==> src/rtl/mini8_pkg.sv <==
package mini8_pkg;

  typedef enum logic [2:0] {
    ST_FETCH,
    ST_OPLO,
    ST_OPHI,
    ST_JUMP,
    ST_IOWR,
    ST_STOP
  } phase_t;

  typedef enum logic [3:0] {
    K_NOP,
    K_JUMP,
    K_IOFF,
    K_ION,
    K_CLRA,
    K_LDSP,
    K_LDHL,
    K_IOST,
    K_BAD
  } kind_t;

  localparam logic [7:0] OPC_NOP  = 8'h00;
  localparam logic [7:0] OPC_JUMP = 8'hC3;
  localparam logic [7:0] OPC_IOFF = 8'hF3;
  localparam logic [7:0] OPC_ION  = 8'hFB;
  localparam logic [7:0] OPC_CLRA = 8'hAF;
  localparam logic [7:0] OPC_LDSP = 8'h31;
  localparam logic [7:0] OPC_LDHL = 8'h21;
  localparam logic [7:0] OPC_IOST = 8'hE0;

endpackage

==> src/rtl/mini8_decode.sv <==
module mini8_decode
  import mini8_pkg::*;
#(
  parameter int DW = 8
) (
  input  logic [DW-1:0] opcode,
  output kind_t         kind
);

  always_comb begin
    case (opcode)
      OPC_NOP:  kind = K_NOP;
      OPC_JUMP: kind = K_JUMP;
      OPC_IOFF: kind = K_IOFF;
      OPC_ION:  kind = K_ION;
      OPC_CLRA: kind = K_CLRA;
      OPC_LDSP: kind = K_LDSP;
      OPC_LDHL: kind = K_LDHL;
      OPC_IOST: kind = K_IOST;
      default:  kind = K_BAD;
    endcase
  end

endmodule

==> src/rtl/mini8_ime.sv <==
module mini8_ime (
  input  logic clk,
  input  logic rst,
  input  logic retire,
  input  logic ret_off,
  input  logic ret_on,
  output logic ime
);

  logic armed;

  always_ff @(posedge clk) begin
    if (rst) begin
      ime   <= 1'b0;
      armed <= 1'b0;
    end else if (retire) begin
      if (ret_off) begin
        ime   <= 1'b0;
        armed <= 1'b0;
      end else if (ret_on) begin
        if (armed) ime <= 1'b1;
        armed <= 1'b1;
      end else if (armed) begin
        ime   <= 1'b1;
        armed <= 1'b0;
      end
    end
  end

  // the latch only rises at a completion that follows an armed enable
  a_r5_delayed_enable: assert property (@(posedge clk) disable iff (rst)
    $rose(ime) |-> $past(retire) && $past(armed));

  // a completed disable leaves the latch low
  a_r4_disable_clears: assert property (@(posedge clk) disable iff (rst)
    retire && ret_off |=> !ime);

endmodule

==> src/rtl/mini8_cycmeter.sv <==
module mini8_cycmeter #(
  parameter int CW = 3
) (
  input  logic          clk,
  input  logic          rst,
  input  logic          step,
  input  logic          retire,
  output logic          done,
  output logic [CW-1:0] cycles
);

  logic [CW-1:0] run_cnt;

  always_ff @(posedge clk) begin
    if (rst) begin
      run_cnt <= '0;
      cycles  <= '0;
      done    <= 1'b0;
    end else begin
      done <= retire;
      if (retire) begin
        cycles  <= run_cnt + CW'(1);
        run_cnt <= '0;
      end else if (step) begin
        run_cnt <= run_cnt + CW'(1);
      end
    end
  end

  // a reported cost is one of the subset's costs
  a_r11_cost_legal: assert property (@(posedge clk) disable iff (rst)
    done |-> (cycles == CW'(1) || cycles == CW'(3) || cycles == CW'(4)));

  // the completion pulse is a single cycle for single-cycle gaps
  a_r11_pulse_after_retire: assert property (@(posedge clk) disable iff (rst)
    retire |=> done);

endmodule

==> src/rtl/mini8_core.sv <==
module mini8_core
  import mini8_pkg::*;
#(
  parameter int          DW      = 8,
  parameter int          CW      = 3,
  parameter logic [15:0] RST_PC  = 16'h0100,
  parameter logic [15:0] RST_SP  = 16'hFFFE,
  parameter logic [7:0]  IO_PAGE = 8'hFF
) (
  input  logic          clk,
  input  logic          rst,
  output logic [15:0]   mem_addr,
  input  logic [DW-1:0] mem_rdata,
  output logic          mem_wr,
  output logic [DW-1:0] mem_wdata,
  output logic          ime,
  output logic          instr_done,
  output logic [CW-1:0] instr_cycles,
  output logic          halt_err,
  output logic [DW-1:0] bad_opcode,
  output logic [15:0]   pc_o,
  output logic [15:0]   sp_o,
  output logic [15:0]   hl_o,
  output logic [DW-1:0] acc_o,
  output logic [DW-1:0] flags_o
);

  localparam int AW = 2 * DW;

  phase_t        phase;
  kind_t         dec_kind;
  kind_t         cur_kind;
  logic [AW-1:0] pc, sp, hl;
  logic [DW-1:0] acc;
  logic [DW-1:0] imm_lo, imm_hi;
  logic          fz, fn, fh, fc;
  logic          retire, step, ret_off, ret_on;

  mini8_decode #(.DW(DW)) u_dec (
    .opcode (mem_rdata),
    .kind   (dec_kind)
  );

  always_comb begin
    retire = 1'b0;
    case (phase)
      ST_FETCH: retire = (dec_kind == K_NOP) || (dec_kind == K_IOFF) ||
                         (dec_kind == K_ION) || (dec_kind == K_CLRA);
      ST_OPHI:  retire = (cur_kind != K_JUMP);
      ST_JUMP:  retire = 1'b1;
      ST_IOWR:  retire = 1'b1;
      default:  retire = 1'b0;
    endcase
  end

  assign step    = (phase != ST_STOP) && !((phase == ST_FETCH) && (dec_kind == K_BAD));
  assign ret_off = (phase == ST_FETCH) && (dec_kind == K_IOFF);
  assign ret_on  = (phase == ST_FETCH) && (dec_kind == K_ION);

  always_ff @(posedge clk) begin
    if (rst) begin
      phase      <= ST_FETCH;
      cur_kind   <= K_NOP;
      pc         <= RST_PC;
      sp         <= RST_SP;
      hl         <= '0;
      acc        <= '0;
      imm_lo     <= '0;
      imm_hi     <= '0;
      {fz, fn, fh, fc} <= 4'b0000;
      halt_err   <= 1'b0;
      bad_opcode <= '0;
    end else begin
      case (phase)
        ST_FETCH: begin
          case (dec_kind)
            K_BAD: begin
              phase      <= ST_STOP;
              halt_err   <= 1'b1;
              bad_opcode <= mem_rdata;
            end
            K_CLRA: begin
              acc <= acc ^ acc;
              fz  <= 1'b1;
              fn  <= 1'b0;
              fh  <= 1'b0;
              fc  <= 1'b0;
              pc  <= pc + AW'(1);
            end
            K_NOP, K_IOFF, K_ION: pc <= pc + AW'(1);
            default: begin
              cur_kind <= dec_kind;
              pc       <= pc + AW'(1);
              phase    <= ST_OPLO;
            end
          endcase
        end
        ST_OPLO: begin
          imm_lo <= mem_rdata;
          pc     <= pc + AW'(1);
          phase  <= (cur_kind == K_IOST) ? ST_IOWR : ST_OPHI;
        end
        ST_OPHI: begin
          pc <= pc + AW'(1);
          case (cur_kind)
            K_JUMP: begin
              imm_hi <= mem_rdata;
              phase  <= ST_JUMP;
            end
            K_LDSP: begin
              sp    <= {mem_rdata, imm_lo};
              phase <= ST_FETCH;
            end
            default: begin
              hl    <= {mem_rdata, imm_lo};
              phase <= ST_FETCH;
            end
          endcase
        end
        ST_JUMP: begin
          pc    <= {imm_hi, imm_lo};
          phase <= ST_FETCH;
        end
        ST_IOWR: phase <= ST_FETCH;
        default: phase <= ST_STOP;
      endcase
    end
  end

  assign mem_addr  = (phase == ST_IOWR) ? {IO_PAGE, imm_lo} : pc;
  assign mem_wr    = (phase == ST_IOWR);
  assign mem_wdata = acc;

  mini8_ime u_ime (
    .clk     (clk),
    .rst     (rst),
    .retire  (retire),
    .ret_off (ret_off),
    .ret_on  (ret_on),
    .ime     (ime)
  );

  mini8_cycmeter #(.CW(CW)) u_meter (
    .clk    (clk),
    .rst    (rst),
    .step   (step),
    .retire (retire),
    .done   (instr_done),
    .cycles (instr_cycles)
  );

  assign pc_o    = pc;
  assign sp_o    = sp;
  assign hl_o    = hl;
  assign acc_o   = acc;
  assign flags_o = {fz, fn, fh, fc, 4'b0000};

  // first cycle after reset shows the reset vector and stack top
  a_r1_reset_state: assert property (@(posedge clk) disable iff (rst)
    $past(rst) |-> (pc_o == RST_PC) && (sp_o == RST_SP) && !ime && !halt_err);

  // low nibble of the flag register never holds a one
  a_r9_flag_low_zero: assert property (@(posedge clk) disable iff (rst)
    flags_o[3:0] == 4'b0000);

  // a stopped core keeps its PC and never completes again
  a_r10_stop_holds: assert property (@(posedge clk) disable iff (rst)
    halt_err |=> halt_err && $stable(pc_o) && !instr_done);

  // writes only reach the high I/O page
  a_r8_write_page: assert property (@(posedge clk) disable iff (rst)
    mem_wr |-> mem_addr[15:8] == IO_PAGE);

  // clearing the accumulator yields only the zero flag
  a_r6_clear_flags: assert property (@(posedge clk) disable iff (rst)
    (phase == ST_FETCH) && (mem_rdata == OPC_CLRA) |=> (acc_o == '0) && (flags_o == 8'h80));

endmodule

==> config.mk <==
export PLATFORM = sky130hd
export DESIGN_NAME = mini8_core
export DESIGN_NICKNAME = d
export VERILOG_FILES = /design/src/rtl/mini8_pkg.sv /design/src/rtl/mini8_decode.sv /design/src/rtl/mini8_ime.sv /design/src/rtl/mini8_cycmeter.sv /design/src/rtl/mini8_core.sv
export SDC_FILE = /design/constraint.sdc
export NUM_CORES = 1
export LEC_CHECK = 0
export BUFFER_PORTS_ARGS = -buffer_cell sky130_fd_sc_hd__clkbuf_2
export CORE_MARGIN = 3
export CORE_UTILIZATION = 57
export DETAILED_ROUTE_END_ITERATION = 10
export GPL_TIMING_DRIVEN = 0
export HOLD_SLACK_MARGIN = 0.08
export PLACE_DENSITY_LB_ADDON = 0.3
export SLEW_MARGIN = 5
export SYNTH_ARGS = -nofsm -noshare
export SYNTH_HDL_FRONTEND = slang
export SYNTH_HIERARCHICAL = 1
export SYNTH_SLANG_ARGS = --single-unit
==> constraint.sdc <==
create_clock -name clk -period 7.3 [get_ports clk]
set_input_delay 0.365 -clock clk [delete_from_list [all_inputs] [get_ports clk]]
set_output_delay 0.365 -clock clk [all_outputs]
set_load 0.01 [all_outputs]
==> impl_metrics.py, run 1 <==
metrics = {
    "synthesis": {
        "ys_types": 63,
        "yosys_warnings": 6,
        "synth_top_area_share": 0.402,
        "avgSynthCellArea_sq_um": 8.53,
        "synth_edf_count": 0,
        "async_flop_share": 0,
        "ys_top_cells_by_count": "nand2_1 (92), dfxtp_1 (90), a21oi_1 (42), nor2_1 (39), buf_4 (25)",
        "netlist_area_sq_um": 4490,
        "yosysMostFrequentCell": "nand2_1",
        "yosysSeqAreaShare": 0.402,
        "synth.largest_area_cell": "dfxtp_1",
        "synth-seq-cells": 90,
        "ys.flop_type": "dfxtp_1",
        "synthTopCellsByArea": "dfxtp_1 (40%), nand2_1 (7.7%), mux2i_1 (5.4%)",
        "postSynthCellCount": 526,
    },
    "critical_path": {
        "cp.arrival_ns": 3.56,
        "path_max_fanout": 11,
        "end_kind": "flop",
        "start_kind": "input port",
        "rrSetupSlack_ns": 5.02,
        "crit_required_ns": 7.57,
        "worstSetupPathType": "input port to flop",
    },
    "clock_network": {
        "cts_resized": 0,
        "htree_levels": 3,
        "cts_tree": "yes",
        "path_clk_slew_ns": 0.09,
        "cts_root_buf": "clkbuf_8",
        "cts_setup_buffers": 0,
        "cts_hold_buf": 0,
        "clock_path_buffers": 2,
        "clk_latency_ns": 0.36,
        "cts-buffers-inserted": 9,
        "cts_sinks": 90,
    },
    "die": {
        "rows": 31,
        "ios": 113,
        "initial_utilization": 0.602,
        "core-area_sq_um": 7450,
        "fp.dieH_microns": 94.7,
        "die-width_microns": 94.7,
        "die_area_sq_um": 8970,
    },
    "route": {
        "vias": 4211,
        "drc": 0,
        "wire_per_inst_microns": 15.6,
        "drt-total-wl_microns": 11800,
        "drt_pass1_iterations": 5,
        "final_antenna_net_count": 0,
        "first_iter_violations": 264,
        "vias_per_cell": 5.60,
    },
    "global_route": {
        "grt_use_met2": 0.413,
        "antenna_found_initial": 0,
        "grt_busiest_layer": "met2",
        "gr-usage-met1": 0.359,
        "track_usage": 0.263,
        "grtUsageMet3": 0.0550,
        "grt_pass1_wl_microns": 18500,
        "grt.overflow.total": 0,
        "grt_max_degree": 16,
        "first_global_vias": 3763,
    },
    "layout": {
        "fin_util": 0.714,
        "area_growth_pct": 18.5,
        "drive_gt1_frac": 0.297,
        "diodes": 0,
        "final_cells": 752,
        "nets": 660,
        "nFillCells": 607,
    },
    "sta": {
        "skew_ns": 0.0129,
        "tightest_slew_ns": 1.24,
        "fmax_mhz": 304,
        "finalCritPeriodShare": 0.451,
        "min_period_ns": 3.29,
        "drv_slew": 0,
        "tns_ns": 0,
        "setup_viol_count_final": 0,
        "finalHoldViolCount": 0,
        "rsz0062_at_grt": "false",
        "max_slew_margin": 0.166,
    },
    "power_and_ir_drop": {
        "ir_drop_v": 0.000167,
        "pwr_density_cell_nw_per_um2": 242,
        "leakage_uw": 0.00240,
        "total_power_uw": 1280,
    },
    "place": {
        "detailed_place_hpwl_microns": 8490,
        "place.gp.congestion": 0.926,
        "dp_cells": 736,
        "portBuffers": 89,
    },
    "run_status": {
        "status": "complete, no violations",
    },
    "min_path": {
        "min_path_type": "input port to flop",
    },
    "job": {
        "maxCapViolCount": 0,
    },
}
==> state kept, by name, summed over array words and instances (netlist names) <==
name	count
bad_opcode	8
cur_kind	4
fz	1
halt_err	1
hl_o	16
imm_hi	8
imm_lo	8
pc_o	16
phase	3
sp_o	16
u_ime/armed	1
u_ime/ime	1
u_meter/cycles	3
u_meter/done	1
u_meter/run_cnt	3
==> final cells by class <==
cell class	count	area, sq um	area share
Sequential cell	90	1800	0.339
Multi-Input combinational cell	395	2400	0.452
Clock inverter	5	38.8	0.00729
Clock buffer	11	141	0.0266
Inverter	7	26.3	0.00494
Buffer	56	338	0.0635
Timing Repair Buffer	89	445	0.0838
Tap cell	99	124	0.0233
==> report_power, final <==
part / total [uW] / switching, uW / internal [uW] / leakage (uW)
clock: 318 / 182 / 135 / 0.0000899
sequential: 582 / 46.7 / 535 / 0.000730
combinational: 385 / 230 / 155 / 0.00158
total: 1280 / 459 / 825 / 0.00240
==> cell families after synthesis <==
kind of cell,Yosys count,share of synthesized area
flops,90,0.402
xor+xnor,2,0.00391
simple gates,238,0.281
compound gates,98,0.152
buf+inv,63,0.0812
other cells,1,0.000836
fa+ha+maj,2,0.00558
mux,32,0.0736
==> layout by cell type (no fill, tap or decap), drive strengths merged, types with 4 or more instances in the layout <==
master	count
buf	40
or3	6
nand4	10
and3	4
o22ai	4
clkbuf	116
or2	12
mux2i	24
dfxtp	90
mux2	8
o21ai	8
a21oi	45
nor2	40
nor4	6
a21o	6
nand3	18
o21bai	4
nand2b	5
a211oi	10
nand3b	23
nand2	92
nor3	9
inv	8
conb	23
==> worst max-delay path, cell delays in order <==
cell and delay [ns]:
clkbuf_2 0.22, or3_1 0.44, or4_4 0.45, o311ai_2 0.20, nor3_2 0.17, inv_1 0.14, and2_1 0.16, nor2_1 0.05
o31ai_1 0.98, a21oi_1 0.17, a211oi_1 0.21
==> final timing paths <==
check | startpoint | cells after the start | to
worst min register to register | hl_o[4]$_SDFFE_PP0P_ | 2 | hl_o[4]$_SDFFE_PP0P_
worst min-delay path | rst | 2 | u_meter/cycles[2]$_SDFFE_PP0P_
worst max-delay path | mem_rdata[1] | 11 | u_ime/ime$_SDFFE_PP0P_
worst max register to register | phase[2]$_SDFFE_PP0P_ | 5 | u_ime/ime$_SDFFE_PP0P_
==> metrics by stage <==
stage	hold WS (ns)	cell area, sq um	setup slack (ns)
final	0.296	5320	4.01
after global routing	0.304	5320	3.70
after CTS	0.286	5320	4.04
after detailed placement	0.446	5140	3.71
after global placement	0.442	5140	3.80
after floorplan	0.430	4570	4.36
==> per-layer routing <==
layer	wire [microns]	part of all wire
met1	5080	0.43
met2	5330	0.45
met3	1050	0.089
met4	297	0.025
met5	0	0
Power figures use the tool's default switching activity.
==> inputs of run 2 (changes only) <==
- ABC_AREA: not set -> 1
- CORE_UTILIZATION: 57 -> 53
- clock period: 7.3 -> 3.35 ns (I/O delays scaled with it)
==> run 2 against run 1 <==
Clock skew decreased by 0.0045 ns. Utilization decreased by 5.1 points. Power increased by 140%. Die area increased by 4.7%. Clock-buffer cell count decreased by 1. Global-route usage decreased by 1.2 points. Synthesized cell count increased by 21%. Sequential cell count unchanged. Synthesized area decreased by 2.3%. Worst setup slack got worse by 2.9 ns. Critical path type is now flop to output port. Largest cell class unchanged.
==> impl_metrics.py, run 2 <==
metrics = {
    "run_status": {
        "status": "complete, no violations",
    },
    "clock_network": {
        "cts_tree": "yes",
        "htree_levels": 3,
        "cts_root_buf": "clkbuf_8",
        "clock_path_buffers": 2,
        "path_clk_slew_ns": 0.09,
        "cts_hold_buf": 0,
        "cts_setup_buffers": 0,
        "cts-buffers-inserted": 9,
        "cts_resized": 0,
        "cts_sinks": 90,
        "clk_latency_ns": 0.36,
    },
    "die": {
        "initial_utilization": 0.555,
        "die-width_microns": 96.9,
        "fp.dieH_microns": 96.9,
        "ios": 113,
        "core-area_sq_um": 7890,
        "rows": 32,
        "die_area_sq_um": 9390,
    },
    "critical_path": {
        "endpoint": "mem_addr[7]",
        "timing.rr.end": "u_meter/run_cnt[2]$_SDFFE_PP0P_",
        "crit_required_ns": 3.18,
        "end_kind": "output port",
        "path_depth": 6,
        "cp.buffers_inverters": 3,
        "rrSetupSlack_ns": 1.33,
        "cp.arrival_ns": 2.05,
        "path_max_fanout": 10,
        "path_cells": "inv_2 -> nor2_2 -> buf_2 -> nand2_1 -> o21ai_0 -> clkbuf_2",
        "worstSetupPathType": "flop to output port",
        "slowest_stage": "dfxtp_1",
        "path_delay_family": "buffers and inverters",
        "crit_start": "phase[2]$_SDFFE_PP0P_",
        "r2r_cells": 9,
        "cpPeakStageDelay_ns": 0.54,
        "start_kind": "flop",
        "timing.rr.start": "phase[2]$_SDFFE_PP0P_",
    },
    "layout": {
        "final_cell_mix": "nand2_1 (137), nor2_1 (91), dfxtp_1 (90)",
        "seqCellArea_sq_um": 1800,
        "nets": 771,
        "layout_commonest_cell": "nand2_1",
        "final_cells": 866,
        "diodes": 0,
        "multi_input_area_sq_um": 2110,
        "area_growth_pct": 19.4,
        "nFillCells": 780,
        "drive_gt1_frac": 0.238,
    },
    "synthesis": {
        "netlist_area_sq_um": 4380,
        "synthTopCellsByArea": "dfxtp_1 (41%), nand2_1 (12%), nor2_1 (7.8%)",
        "ys_types": 32,
        "synth_xor_xnor_area_share": 0.00200,
        "synth_fa_ha_area_frac": 0.00571,
        "synthSimpleGateAreaFrac": 0.305,
        "async_flop_share": 0,
        "ys_top_cells_by_count": "nand2_1 (137), nor2_1 (91), dfxtp_1 (90), inv_1 (59), o21ai_0 (51)",
        "yosysSeqAreaShare": 0.411,
        "synth_top_area_share": 0.411,
        "synth_top_family_by_area": "simple AND/OR/NAND/NOR gates",
        "ys.flop_type": "dfxtp_1",
        "avgSynthCellArea_sq_um": 6.88,
        "synth.largest_area_cell": "dfxtp_1",
        "synth_edf_count": 0,
        "synth-seq-cells": 90,
        "synth.area.mux_share": 0,
        "yosysMostFrequentCell": "nand2_1",
        "yosys_warnings": 6,
        "synth_compound_area_frac": 0.148,
        "postSynthCellCount": 637,
    },
    "sta": {
        "skew_ns": 0.00840,
        "finalHoldViolCount": 0,
        "tns_ns": 0,
        "fmax_mhz": 452,
        "setup_viol_count_final": 0,
        "drv_slew": 0,
        "min_period_ns": 2.21,
        "tightest_slew_ns": 0.653,
        "finalCritPeriodShare": 0.661,
        "rsz0062_at_grt": "false",
        "max_slew_margin": 0.564,
        "timing.hold.ws_ns": 0.0889,
    },
    "global_route": {
        "grt_max_degree": 16,
        "first_global_vias": 4165,
        "track_usage": 0.252,
        "antenna_found_initial": 0,
        "grt_pass1_wl_microns": 19700,
        "grt.overflow.total": 0,
    },
    "route": {
        "drt-total-wl_microns": 11800,
        "final_antenna_net_count": 0,
        "vias_per_cell": 5.15,
        "drc": 0,
        "wire_per_inst_microns": 13.6,
        "vias": 4461,
        "first_iter_violations": 253,
        "drt_pass1_iterations": 5,
    },
    "place": {
        "dp_cells": 850,
        "place.gp.congestion": 0.911,
        "detailed_place_hpwl_microns": 8800,
        "portBuffers": 89,
    },
    "power_and_ir_drop": {
        "pwr_density_cell_nw_per_um2": 596,
        "ir_drop_v": 0.000300,
        "leakage_uw": 0.00258,
    },
    "job": {
        "maxCapViolCount": 0,
    },
    "min_path": {
        "min_from": "rst",
        "min_path_type": "input port to flop",
    },
}
## run 2: layout make-up
class                           instances  area share
Sequential cell                        90       0.344
Tap cell                              102      0.0244
Multi-Input combinational cell        454       0.403
Inverter                               71      0.0514
Clock buffer                           10      0.0244
Timing Repair Buffer                   89      0.0852
Clock inverter                          6      0.0127
Buffer                                 44      0.0548
## run 2: how the worst min path moves through the flow
stage,endpoint,slack (ns),cells past startpoint
floorplan,u_meter/done$_SDFF_PP0_,0.24,1
global placement,u_meter/cycles[2]$_SDFFE_PP0P_,0.44,2
detailed placement,u_meter/cycles[1]$_SDFFE_PP0P_,0.45,2
CTS,u_meter/done$_SDFF_PP0_,0.08,2
global route,u_meter/done$_SDFF_PP0_,0.09,2
finish,u_meter/done$_SDFF_PP0_,0.09,2
## run 2: cells by family after synthesis
logic type,after synthesis
XOR/XNOR,1
adder cells (fa/ha/maj),2
AND/OR/NAND/NOR,304
other,1
flip-flops,90
buffers and inverters,115
AO/OA/AOI/OAI,124
## run 2: power breakdown
group / switching [uW] / internal [uW] / total (uW)
Combinational: 683 / 358 / 1040
Sequential: 118 / 1220 / 1340
Clock: 392 / 348 / 740
Total: 1190 / 1930 / 3120
## run 2: worst register-to-register path: stages (launching register included)
cell and delay [ns]:
dfxtp_1 0.54, inv_2 0.14, nor2_2 0.39, inv_2 0.20, nand4_1 0.35, nor2_4 0.09, inv_2 0.09, nor2_2 0.03
nand2_1 0.06, inv_1 0.03
## run 2: metrics by stage
| stage | instance area (sq um) | util | power (uW) | setup slack [ns] |
|---|---|---|---|---|
| 3_3_place_gp | 5040 | 0.638 | 2360 | 1.15 |
| 3_5_place_dp | 5040 | 0.638 | 2390 | 1.08 |
| 4_1_cts | 5230 | 0.663 | 3110 | 1.13 |
| 6_report | 5230 | 0.663 | 3120 | 1.14 |
| 5_1_grt | 5230 | 0.663 | 3310 | 1.05 |
| 2_1_floorplan | 4460 | - | 2030 | 1.62 |
## run 2: layer usage
| layer | GRT usage | wire (microns) |
|---|---|---|
| met1 | 0.334 | 5340 |
| met5 | 0 | 0 |
| met2 | 0.409 | 5260 |
| met3 | 0.0490 | 947 |
| met4 | 0.0864 | 201 |
